==> config.mk <==
export PLATFORM = sky130hd
export DESIGN_NAME = mp_freeze_queue
export DESIGN_NICKNAME = d
export VERILOG_FILES = /design/src/rtl/mpq_pkg.sv /design/src/rtl/mpq_freeze.sv /design/src/rtl/mpq_fifo.sv /design/src/rtl/mpq_lost_ctr.sv /design/src/rtl/mp_freeze_queue.sv
export SDC_FILE = /design/constraint.sdc
export NUM_CORES = 1
export LEC_CHECK = 0
export ABC_CLOCK_PERIOD_IN_PS = 2200
export BUFFER_PORTS_ARGS = -buffer_cell sky130_fd_sc_hd__buf_2
export CORE_AREA = 4 4 93 95
export CTS_CLUSTER_SIZE = 25
export DETAILED_ROUTE_END_ITERATION = 10
export DIE_AREA = 0 0 97 99
export GPL_TIMING_DRIVEN = 0
export PLACE_DENSITY_LB_ADDON = 0.25
export SLEW_MARGIN = 20
export SYNTH_ARGS = -nofsm -noshare
export SYNTH_HDL_FRONTEND = slang
export SYNTH_HIERARCHICAL = 1
export SYNTH_SLANG_ARGS = --single-unit
==> constraint.sdc <==
create_clock -name clk -period 2.2 [get_ports clk]
set_input_delay 0.44 -clock clk [delete_from_list [all_inputs] [get_ports clk]]
set_output_delay 0.44 -clock clk [all_outputs]
set_load 0.02 [all_outputs]
==> src/rtl/mpq_pkg.sv <==
package mpq_pkg;
  localparam int unsigned MPQ_NUM_MP = 8;
  localparam int unsigned MPQ_TS_W   = 8;
  localparam int unsigned MPQ_DEPTH  = 4;
  localparam int unsigned MPQ_LOST_W = 4;
endpackage

==> src/rtl/mpq_freeze.sv <==
module mpq_freeze #(
  parameter int unsigned NUM_MP = 8,
  parameter int unsigned TS_W   = 8
) (
  input  logic              clk,
  input  logic              rst_n,
  input  logic              bc_strobe,
  input  logic [NUM_MP-1:0] fired_i,
  input  logic              clr_valid_i,
  input  logic [NUM_MP-1:0] clr_mask_i,
  input  logic              room_i,
  output logic              push_o,
  output logic              lost_evt_o,
  output logic [NUM_MP-1:0] push_pat_o,
  output logic [TS_W-1:0]   push_ts_o,
  output logic [NUM_MP-1:0] frozen_o
);
  logic [NUM_MP-1:0] frozen_q, frozen_d, cand;
  logic [TS_W-1:0]   ts_q;
  logic              has_cand;

  assign cand       = fired_i & ~frozen_q;
  assign has_cand   = |cand;
  assign push_o     = bc_strobe & has_cand & room_i;
  assign lost_evt_o = bc_strobe & has_cand & ~room_i;
  assign push_pat_o = cand;
  assign push_ts_o  = ts_q;
  assign frozen_o   = frozen_q;

  for (genvar i = 0; i < NUM_MP; i++) begin : g_mp
    always_comb begin
      if (push_o && cand[i])                  frozen_d[i] = 1'b1;
      else if (clr_valid_i && clr_mask_i[i])  frozen_d[i] = 1'b0;
      else                                    frozen_d[i] = frozen_q[i];
    end
  end

  always_ff @(posedge clk or negedge rst_n) begin
    if (!rst_n) begin
      frozen_q <= '0;
      ts_q     <= '0;
    end else begin
      frozen_q <= frozen_d;
      if (bc_strobe) ts_q <= ts_q + TS_W'(1);
    end
  end

  assert_ts_step_R8: assert property (@(posedge clk) disable iff (!rst_n)
    bc_strobe |=> ts_q == $past(ts_q) + TS_W'(1));

  assert_capture_sticks_R4: assert property (@(posedge clk) disable iff (!rst_n)
    push_o |=> (frozen_q & $past(push_pat_o)) == $past(push_pat_o));

  assert_frozen_held_R3: assert property (@(posedge clk) disable iff (!rst_n)
    !clr_valid_i |=> (frozen_q & $past(frozen_q)) == $past(frozen_q));
endmodule

==> src/rtl/mpq_fifo.sv <==
module mpq_fifo #(
  parameter int unsigned W     = 16,
  parameter int unsigned DEPTH = 4
) (
  input  logic         clk,
  input  logic         rst_n,
  input  logic         push_i,
  input  logic [W-1:0] push_data_i,
  output logic         full_o,
  output logic         out_valid_o,
  input  logic         out_ready_i,
  output logic [W-1:0] out_data_o
);
  localparam int unsigned AW = (DEPTH > 1) ? $clog2(DEPTH) : 1;
  localparam int unsigned CW = $clog2(DEPTH + 1);

  logic [W-1:0]  mem_q [DEPTH];
  logic [AW-1:0] wr_q, rd_q;
  logic [CW-1:0] cnt_q;
  logic          do_push, do_pop;

  assign full_o      = (cnt_q == CW'(DEPTH));
  assign out_valid_o = (cnt_q != '0);
  assign out_data_o  = mem_q[rd_q];
  assign do_push     = push_i & ~full_o;
  assign do_pop      = out_valid_o & out_ready_i;

  function automatic logic [AW-1:0] step_ptr(input logic [AW-1:0] p);
    return (p == AW'(DEPTH - 1)) ? '0 : p + AW'(1);
  endfunction

  always_ff @(posedge clk or negedge rst_n) begin
    if (!rst_n) begin
      wr_q  <= '0;
      rd_q  <= '0;
      cnt_q <= '0;
    end else begin
      if (do_push) wr_q <= step_ptr(wr_q);
      if (do_pop)  rd_q <= step_ptr(rd_q);
      if (do_push && !do_pop)      cnt_q <= cnt_q + CW'(1);
      else if (do_pop && !do_push) cnt_q <= cnt_q - CW'(1);
    end
  end

  always_ff @(posedge clk) begin
    if (do_push) mem_q[wr_q] <= push_data_i;
  end

  assert_count_bound_R2: assert property (@(posedge clk) disable iff (!rst_n)
    cnt_q <= CW'(DEPTH));

  assert_head_hold_R2: assert property (@(posedge clk) disable iff (!rst_n)
    (out_valid_o && !out_ready_i) |=> (out_valid_o && $stable(out_data_o)));
endmodule

==> src/rtl/mpq_lost_ctr.sv <==
module mpq_lost_ctr #(
  parameter int unsigned W = 4
) (
  input  logic         clk,
  input  logic         rst_n,
  input  logic         inc_i,
  input  logic         clear_i,
  output logic [W-1:0] count_o
);
  logic [W-1:0] cnt_q;
  logic         at_max;

  assign at_max  = &cnt_q;
  assign count_o = cnt_q;

  always_ff @(posedge clk or negedge rst_n) begin
    if (!rst_n)                 cnt_q <= '0;
    else if (clear_i)           cnt_q <= '0;
    else if (inc_i && !at_max)  cnt_q <= cnt_q + W'(1);
  end

  assert_saturate_R6: assert property (@(posedge clk) disable iff (!rst_n)
    (at_max && !clear_i) |=> at_max);

  assert_clear_wins_R6: assert property (@(posedge clk) disable iff (!rst_n)
    clear_i |=> cnt_q == '0);
endmodule

==> src/rtl/mp_freeze_queue.sv <==
module mp_freeze_queue
  import mpq_pkg::*;
#(
  parameter int unsigned NUM_MP = MPQ_NUM_MP,
  parameter int unsigned TS_W   = MPQ_TS_W,
  parameter int unsigned DEPTH  = MPQ_DEPTH,
  parameter int unsigned LOST_W = MPQ_LOST_W
) (
  input  logic              clk,
  input  logic              rst_n,
  input  logic              bc_strobe,
  input  logic [NUM_MP-1:0] mp_fired,
  input  logic              sweep_clr_valid,
  input  logic [NUM_MP-1:0] sweep_clr_mask,
  output logic              snap_valid,
  input  logic              snap_ready,
  output logic [TS_W-1:0]   snap_ts,
  output logic [NUM_MP-1:0] snap_pattern,
  output logic [LOST_W-1:0] lost_bc_count,
  input  logic              lost_bc_clear
);
  localparam int unsigned ENT_W = TS_W + NUM_MP;

  logic              q_full, push, lost_evt;
  logic [NUM_MP-1:0] push_pat, frozen;
  logic [TS_W-1:0]   push_ts;
  logic [ENT_W-1:0]  head;

  mpq_freeze #(.NUM_MP(NUM_MP), .TS_W(TS_W)) freeze_i (
    .clk(clk), .rst_n(rst_n), .bc_strobe(bc_strobe), .fired_i(mp_fired),
    .clr_valid_i(sweep_clr_valid), .clr_mask_i(sweep_clr_mask),
    .room_i(~q_full), .push_o(push), .lost_evt_o(lost_evt),
    .push_pat_o(push_pat), .push_ts_o(push_ts), .frozen_o(frozen));

  mpq_fifo #(.W(ENT_W), .DEPTH(DEPTH)) fifo_i (
    .clk(clk), .rst_n(rst_n), .push_i(push), .push_data_i({push_ts, push_pat}),
    .full_o(q_full), .out_valid_o(snap_valid), .out_ready_i(snap_ready),
    .out_data_o(head));

  mpq_lost_ctr #(.W(LOST_W)) lost_i (
    .clk(clk), .rst_n(rst_n), .inc_i(lost_evt), .clear_i(lost_bc_clear),
    .count_o(lost_bc_count));

  assign snap_ts      = head[ENT_W-1:NUM_MP];
  assign snap_pattern = head[NUM_MP-1:0];

  assert_full_refuse_R10: assert property (@(posedge clk) disable iff (!rst_n)
    q_full |-> !push);

  assert_full_counts_R5: assert property (@(posedge clk) disable iff (!rst_n)
    (bc_strobe && q_full && !lost_bc_clear && !(&lost_bc_count) &&
     ((mp_fired & ~frozen) != '0))
    |=> lost_bc_count == $past(lost_bc_count) + LOST_W'(1));

  assert_empty_strobe_R7: assert property (@(posedge clk) disable iff (!rst_n)
    (bc_strobe && ((mp_fired & ~frozen) == '0) && !lost_bc_clear)
    |=> $stable(lost_bc_count));
endmodule

# After elaboration in Yosys (flattened, before gate mapping)
# Memories as Yosys holds them, arrays and structs flattened.
# Index checks and enable logic that the tools add are counted.
[totals]
word_cells = 90
ram_bits = 64
out_inout_bits = 21
reg_bits = 27
n_memories = 1
[op_classes]
n_reduce_logical = 35
add_sub_neg = 6
n_mux = 24
eq_ne = 3
bitwise = 8
[memory_table]
columns = ["name", "depth", "width", "read_ports", "rd_ports_with_merged_regs", "wr", "line_no", "text"]
rows = [
  ["fifo_i.mem_q", 4, 16, 1, 0, 1, "mpq_fifo.sv:17", "logic [W-1:0] mem_q [DEPTH];"],
]
[ops]
columns = ["cell", "count"]
rows = [
  ["$reduce_bool A2 Y1", 10],
  ["$logic_and A1 B1 Y1", 19],
  ["$mux W1", 18],
  ["$add A8 B1 Y8 const B", 1],
  ["$and A8 B8 Y8", 1],
  ["$mux W4", 2],
  ["$not A8 Y8", 1],
  ["$reduce_or A8 Y1", 1],
  ["$mux W3", 2],
  ["$and A1 B1 Y1", 5],
  ["$add A2 B1 Y2 const B", 2],
  ["$add A4 B1 Y4 const B", 1],
  ["$eq A2 B2 Y1 const B", 2],
  ["$mux W2", 2],
  ["$reduce_and A4 Y1", 1],
  ["$add A3 B1 Y3 const B", 1],
  ["$eq A3 B3 Y1 const B", 1],
  ["$logic_not A1 Y1", 3],
  ["$reduce_bool A3 Y1", 1],
  ["$sub A3 B1 Y3 const B", 1],
  ["$not A1 Y1", 1],
]

# Logic depth before layout (Yosys ltp)
[depth]
depth_word = 10
mapped_depth = 13

# Hierarchy
# The synthesis kept the hierarchy.
[modules_own_cells]
columns = ["module", "cells_each", "seq_area_each_um2", "n_inst", "area_each_um2"]
rows = [
  ["mpq_fifo", 121, 2097.0, 1, 2831.5],
  ["mpq_freeze", 67, 400.4, 1, 742.0],
  ["mpq_lost_ctr", 20, 100.1, 1, 229.0],
  ["mp_freeze_queue", 1, 0.0, 1, 3.8],
]

# Least setup slack after synthesis
# OpenSTA, ideal clock, no wires.
[synth_path]
path_type = "input port to flip-flop"
from = "input mp_fired[4]"
to = "register fifo_i.cnt_q[1]"
path_stages = 9
setup_ns = 0.125
arrival_time_ns = 2.209
n_path_buf = 1
setup_slack_ns = -0.133
cell_sequence = "nor2b_1 -> nor4_1 -> a21oi_1 -> nor2b_2 -> buf_6 -> ha_1 -> inv_1 -> fa_1 -> mux2_2"
[synth_between]
elab_chain_len = 8
[synth_rtl]
columns = ["element", "line_no", "text"]
rows = [
  ["from (decl)", "mp_freeze_queue.sv:12", "input logic [NUM_MP-1:0] mp_fired,"],
  ["$and A8 B8 Y8 (*)", "mpq_freeze.sv:22", "assign cand = fired_i & ~frozen_q;"],
  ["$reduce_or A8 Y1 (*)", "mpq_freeze.sv:23", "assign has_cand = |cand;"],
  ["$and A1 B1 Y1 (*) (2 in series)", "mpq_freeze.sv:24", "assign push_o = bc_strobe & has_cand & room_i;"],
  ["named net push", "mp_freeze_queue.sv:24", "logic q_full, push, lost_evt;"],
  ["$and A1 B1 Y1 (*)", "mpq_fifo.sv:25", "assign do_push = push_i & ~full_o;"],
  ["named net fifo_i.do_push", "mpq_fifo.sv:20", "logic do_push, do_pop;"],
  ["$logic_not A1 Y1", "mpq_fifo.sv:41", "else if (do_pop && !do_push) cnt_q <= cnt_q - CW'(1);"],
  ["$logic_and A1 B1 Y1", "mpq_fifo.sv:41", ""],
  ["$reduce_bool A2 Y1 (no source line)", "--", ""],
  ["to (signal assigned)", "mpq_fifo.sv:40", "if (do_push && !do_pop) cnt_q <= cnt_q + CW'(1);"],
  ["to (signal assigned)", "mpq_fifo.sv:41", ""],
  ["to (decl)", "mpq_fifo.sv:19", "logic [CW-1:0] cnt_q;"],
]
# The timed path passes the listed nets; every way through them passes the cells marked *.
# A chain may end at the register's enable or synchronous reset.

# Final worst setup path
[layout_path]
from = "register fifo_i.rd_q[0]"
to = "output snap_pattern[3]"
[layout_between]
elab_chain_len = 1
[layout_rtl]
columns = ["element", "line_no", "text"]
rows = [
  ["from (decl)", "mpq_fifo.sv:18", "logic [AW-1:0] wr_q, rd_q;"],
  ["from (signal assigned)", "mpq_fifo.sv:39", "if (do_pop) rd_q <= step_ptr(rd_q);"],
  ["$mem_v2 Z4 W16", "--", ""],
  ["to (decl)", "mp_freeze_queue.sv:18", "output logic [NUM_MP-1:0] snap_pattern,"],
]
# No other way between the ends.

==> flow_metrics.env <==
export IMPL_run_status="complete, no violations"
export IMPL_netlist_cell_type_count=37
export IMPL_timing_worst_setup_path_type="flip-flop to output port"
export IMPL_tightest_slew_ps=633.3
export IMPL_worst_ir_drop_vdd_v=0.0006794
export IMPL_post_layout_total_power_mw=6.507
export IMPL_area_growth_synth_to_final_pct=23.08
export IMPL_fin_nets=308
export IMPL_cts_tree="yes"
export IMPL_finalHoldWorstSlack_ps=85.11
export IMPL_p_switching_mw=2.134
export IMPL_synth_async_sr_flop_share=0.2967
export IMPL_synthesis_area_per_instance_um2=18.21
export IMPL_postRouteAntennaNets=0
export IMPL_final_design_area_no_fill_um2=4684
export IMPL_internal_power_mw=4.373
export IMPL_post_drt_wl_per_cell_um=17.49
export IMPL_clock_path_buffers=2
export IMPL_drt_total_wl_mm=6.716
export IMPL_post_dp_hpwl_mm=4.187
export IMPL_combPwrFrac=0.397
export IMPL_clock_sinks=91
export IMPL_worstPathArrival_ps=1700
export IMPL_p_sw_frac=0.3279
export IMPL_timing_final_hold_violations=0
export IMPL_report_final_setup_viol=0
export IMPL_critical_path_s_slowest_cell="mux4_2"
export IMPL_gp_congestion=0.6962
export IMPL_route_detailed_vias_per_inst=5.247
export IMPL_clock_tree_htree_level_count=3
export IMPL_achievable_clock_frequency_mhz=467.5
export IMPL_power_frac_seq=0.420
export IMPL_grt_total_usage=0.1470
export IMPL_cp_slowest_stage_delay_ps=520
export IMPL_sum_of_overflow_across_all_layers_after_global_routing=0
export IMPL_port_buffers=41
export IMPL_synth_top_flop_cell="edfxtp_1"
export IMPL_clk_latency_ps=360
export IMPL_worst_path_max_fanout=6
export IMPL_root_buffer_master="clkbuf_8"
export IMPL_grt_first_pass_wirelength_mm=10.90
export IMPL_register_area_share_after_synthesis=0.6824
export IMPL_post_route_min_period_ps=2139
export IMPL_syn_instance_count=209
export IMPL_start_util=0.4926
export IMPL_initial_antenna_violation_count=0
export IMPL_rsz0062_at_grt="true"
export IMPL_cts_buffers=9
export IMPL_p_leak_nw=1.848
export IMPL_via_count=2015
export IMPL_powerDensity_nw_per_um2=1389
export IMPL_synth_cell_area_um2=3806
export IMPL_timing_critical_path_to_type="output port"
export IMPL_worstPathCellList="buf_6 -> buf_12 -> mux4_2 -> buf_6"
export IMPL_synth_warnings=6
export IMPL_finalMaxSlewViolations=0
export IMPL_register_bit_count_reported_by_yosys=91
export IMPL_clock_power_share=0.183
export IMPL_required_ps=1760
export IMPL_worstHoldPathType="input port to async pin"
export IMPL_timing_max_slew_rel_slack=0.5778
export IMPL_num_rows=32
export IMPL_synth_net_count=240
export IMPL_drive_above_1_share=0.4610
export IMPL_detail_route_iter0_violations=96
export IMPL_grt_pass1_vias=2115
export IMPL_cap_viol_max_count=0
export IMPL_critical_path_most_common_cell="buf_6"
export IMPL_die_area_um2=9603
export IMPL_diodes=0
export IMPL_wl_met2_mm=3.353
export IMPL_clock_skew_final_ps=13.28
export IMPL_die_x_um=97
export IMPL_critical_path_startpoint_type="flip-flop"
export IMPL_grt_start_max_net_pins=28
export IMPL_design_core_area_um2=7727
export IMPL_synth_edff_count=64
export IMPL_highest_signal_layer="met4"
export IMPL_placement_cell_area_um2=4180
export IMPL_floorplan_die_height_um=99
export IMPL_clkSlewWorstSetupHoldPaths_ps=100
export IMPL_layout_worst_path_cycle_share=0.9724
export IMPL_wl_met1_mm=2.961
export IMPL_io_pins=43
export IMPL_dr_wl_met3_um=326
export IMPL_detailedRoute_firstPassIterationCount=4
export IMPL_drc_viols=0
-- critical path: cells and delay by family (launching register included) --
kind,cells,cell delay [ps]
buffers and inverters,3,440
muxes,1,520
DFF,1,370
-- sequential cells by signal, summed over array words and instances, names as in the netlist --
register and cells:
fifo_i/cnt_q 3, fifo_i/rd_q 2, lost_i/count_o 4, freeze_i/frozen_o 8, fifo_i/mem_q 64, fifo_i/wr_q 2
freeze_i/push_ts_o 8
-- cells in the final DEF (no fill, tap or decap), drive strengths merged --
cell    synthesis  final
dfrtp          27     27
xnor2           4      4
buf             6     63
or3             1      1
a32o            8      8
nand2          14     14
nor2b          11     11
and3            1      1
ha              8      8
a21oi           4      4
bufinv          0      1
nor3            2      2
or2             1      1
clkinv          0      2
and4b           1      1
clkbuf          2     11
and2            4      4
fa              1      1
inv             4      8
mux2i           1      1
mux4           16     16
nor4            2      2
nand4           3      3
nand2b          3      3
nor3b           1      1
xor2            6      6
edfxtp         64     64
nor2            6      6
o21ai           1      1
mux2            7      7
-- metrics by stage --
step / utilization / cells / TNS (ps) / setup slack (ps)
4_1_cts: 0.5871 / 377 / 0 / 3.023
6_report: 0.6062 / 384 / 0 / 60.80
3_3_place_gp: 0.5410 / 352 / -8633 / -318.9
3_5_place_dp: 0.5410 / 352 / -9890 / -353.1
5_1_grt: 0.6062 / 384 / -79.61 / -25.49
2_1_floorplan: - / 209 / 0 / 0.8915
-- routing by layer --
metal  up-vias  track usage
met2        42       0.2389
met1      1030       0.1890
met4         0      0.04968
met5         -            0
li1        936            -
met3         7      0.04600
-- area by class of cell --
class,count,area (µm²)
clock buffers,9,123.9
fillers,588,3043
repair buffers,59,445.4
plain buffers,6,56.30
multi-input cells,106,1226
inverters,4,15.01
well taps,102,127.6
flip-flops and latches,91,2600
clock inverters,7,90.09
-- worst paths after layout --
kind                                                      to  cells past startpoint                               from  slack, ps
max                                          snap_pattern[3]                      4         fifo_i/rd_q[0]$_DFFE_PN0P_         60
min                         freeze_i/frozen_o[6]$_DFFE_PN0P_                      1                              rst_n         90
max reg2reg                      fifo_i/cnt_q[2]$_DFFE_PN0P_                      9        fifo_i/cnt_q[0]$_DFFE_PN0P_        100
min reg2reg                freeze_i/push_ts_o[7]$_DFFE_PN0P_                      1  freeze_i/push_ts_o[7]$_DFFE_PN0P_        540
max in group asynchronous        fifo_i/cnt_q[1]$_DFFE_PN0P_                      1                              rst_n       1650
min in group clk               lost_i/count_o[3]$_DFFE_PN0P_                      2                      lost_bc_clear        280
-- Yosys cell counts (2+ instances only) --
master	n	share of area
a21oi_1	4	0.0053
a32o_1	8	0.021
and2_2	4	0.0079
buf_2	3	0.0039
buf_6	2	0.0059
clkbuf_1	2	0.0020
dfrtp_1	27	0.18
edfxtp_1	64	0.50
ha_1	8	0.026
inv_1	4	0.0039
mux2_2	2	0.0059
mux2_4	5	0.020
mux4_1	7	0.048
mux4_2	9	0.053
nand2_1	13	0.013
nand2b_1	3	0.0049
nand4_1	2	0.0033
nor2_1	6	0.0059
nor2b_1	9	0.015
nor4_1	2	0.0033
xnor2_1	4	0.0092
xor2_1	6	0.014
-- kinds of logic after synthesis --
kind of cell | Yosys count | share of synthesized area
multiplexers | 24 | 0.1298
XOR/XNOR | 10 | 0.02301
AND/OR/NAND/NOR | 50 | 0.08448
AO/OA/AOI/OAI | 13 | 0.02761
buffers and inverters | 12 | 0.02104
adder cells (fa/ha/maj) | 9 | 0.03156
flip-flops | 91 | 0.6824
-- power groups by stage --
stage / Clock [mW] / Sequential [mW] / Combinational, mW
after floorplan: 0 / 2.68 / 1.54
after global placement: 0 / 2.73 / 2.00
after detailed placement: 0 / 2.76 / 2.04
after CTS: 1.23 / 2.73 / 2.26
after global routing: 1.30 / 2.79 / 2.79
final: 1.19 / 2.73 / 2.58
-- repair_timing --
| item | CTS | global route |
|---|---|---|
| gates resized for setup | 17 | 36 |
| buffers inserted | 9 | 8 |
| pin swaps | 3 | 8 |
| hold buffers | 0 | 0 |
| endpoints found under the setup margin | 55 | 81 |
| gates cloned | 0 | 1 |
| endpoints found under the hold margin | 0 | 0 |
Power figures use the tool's default switching activity.
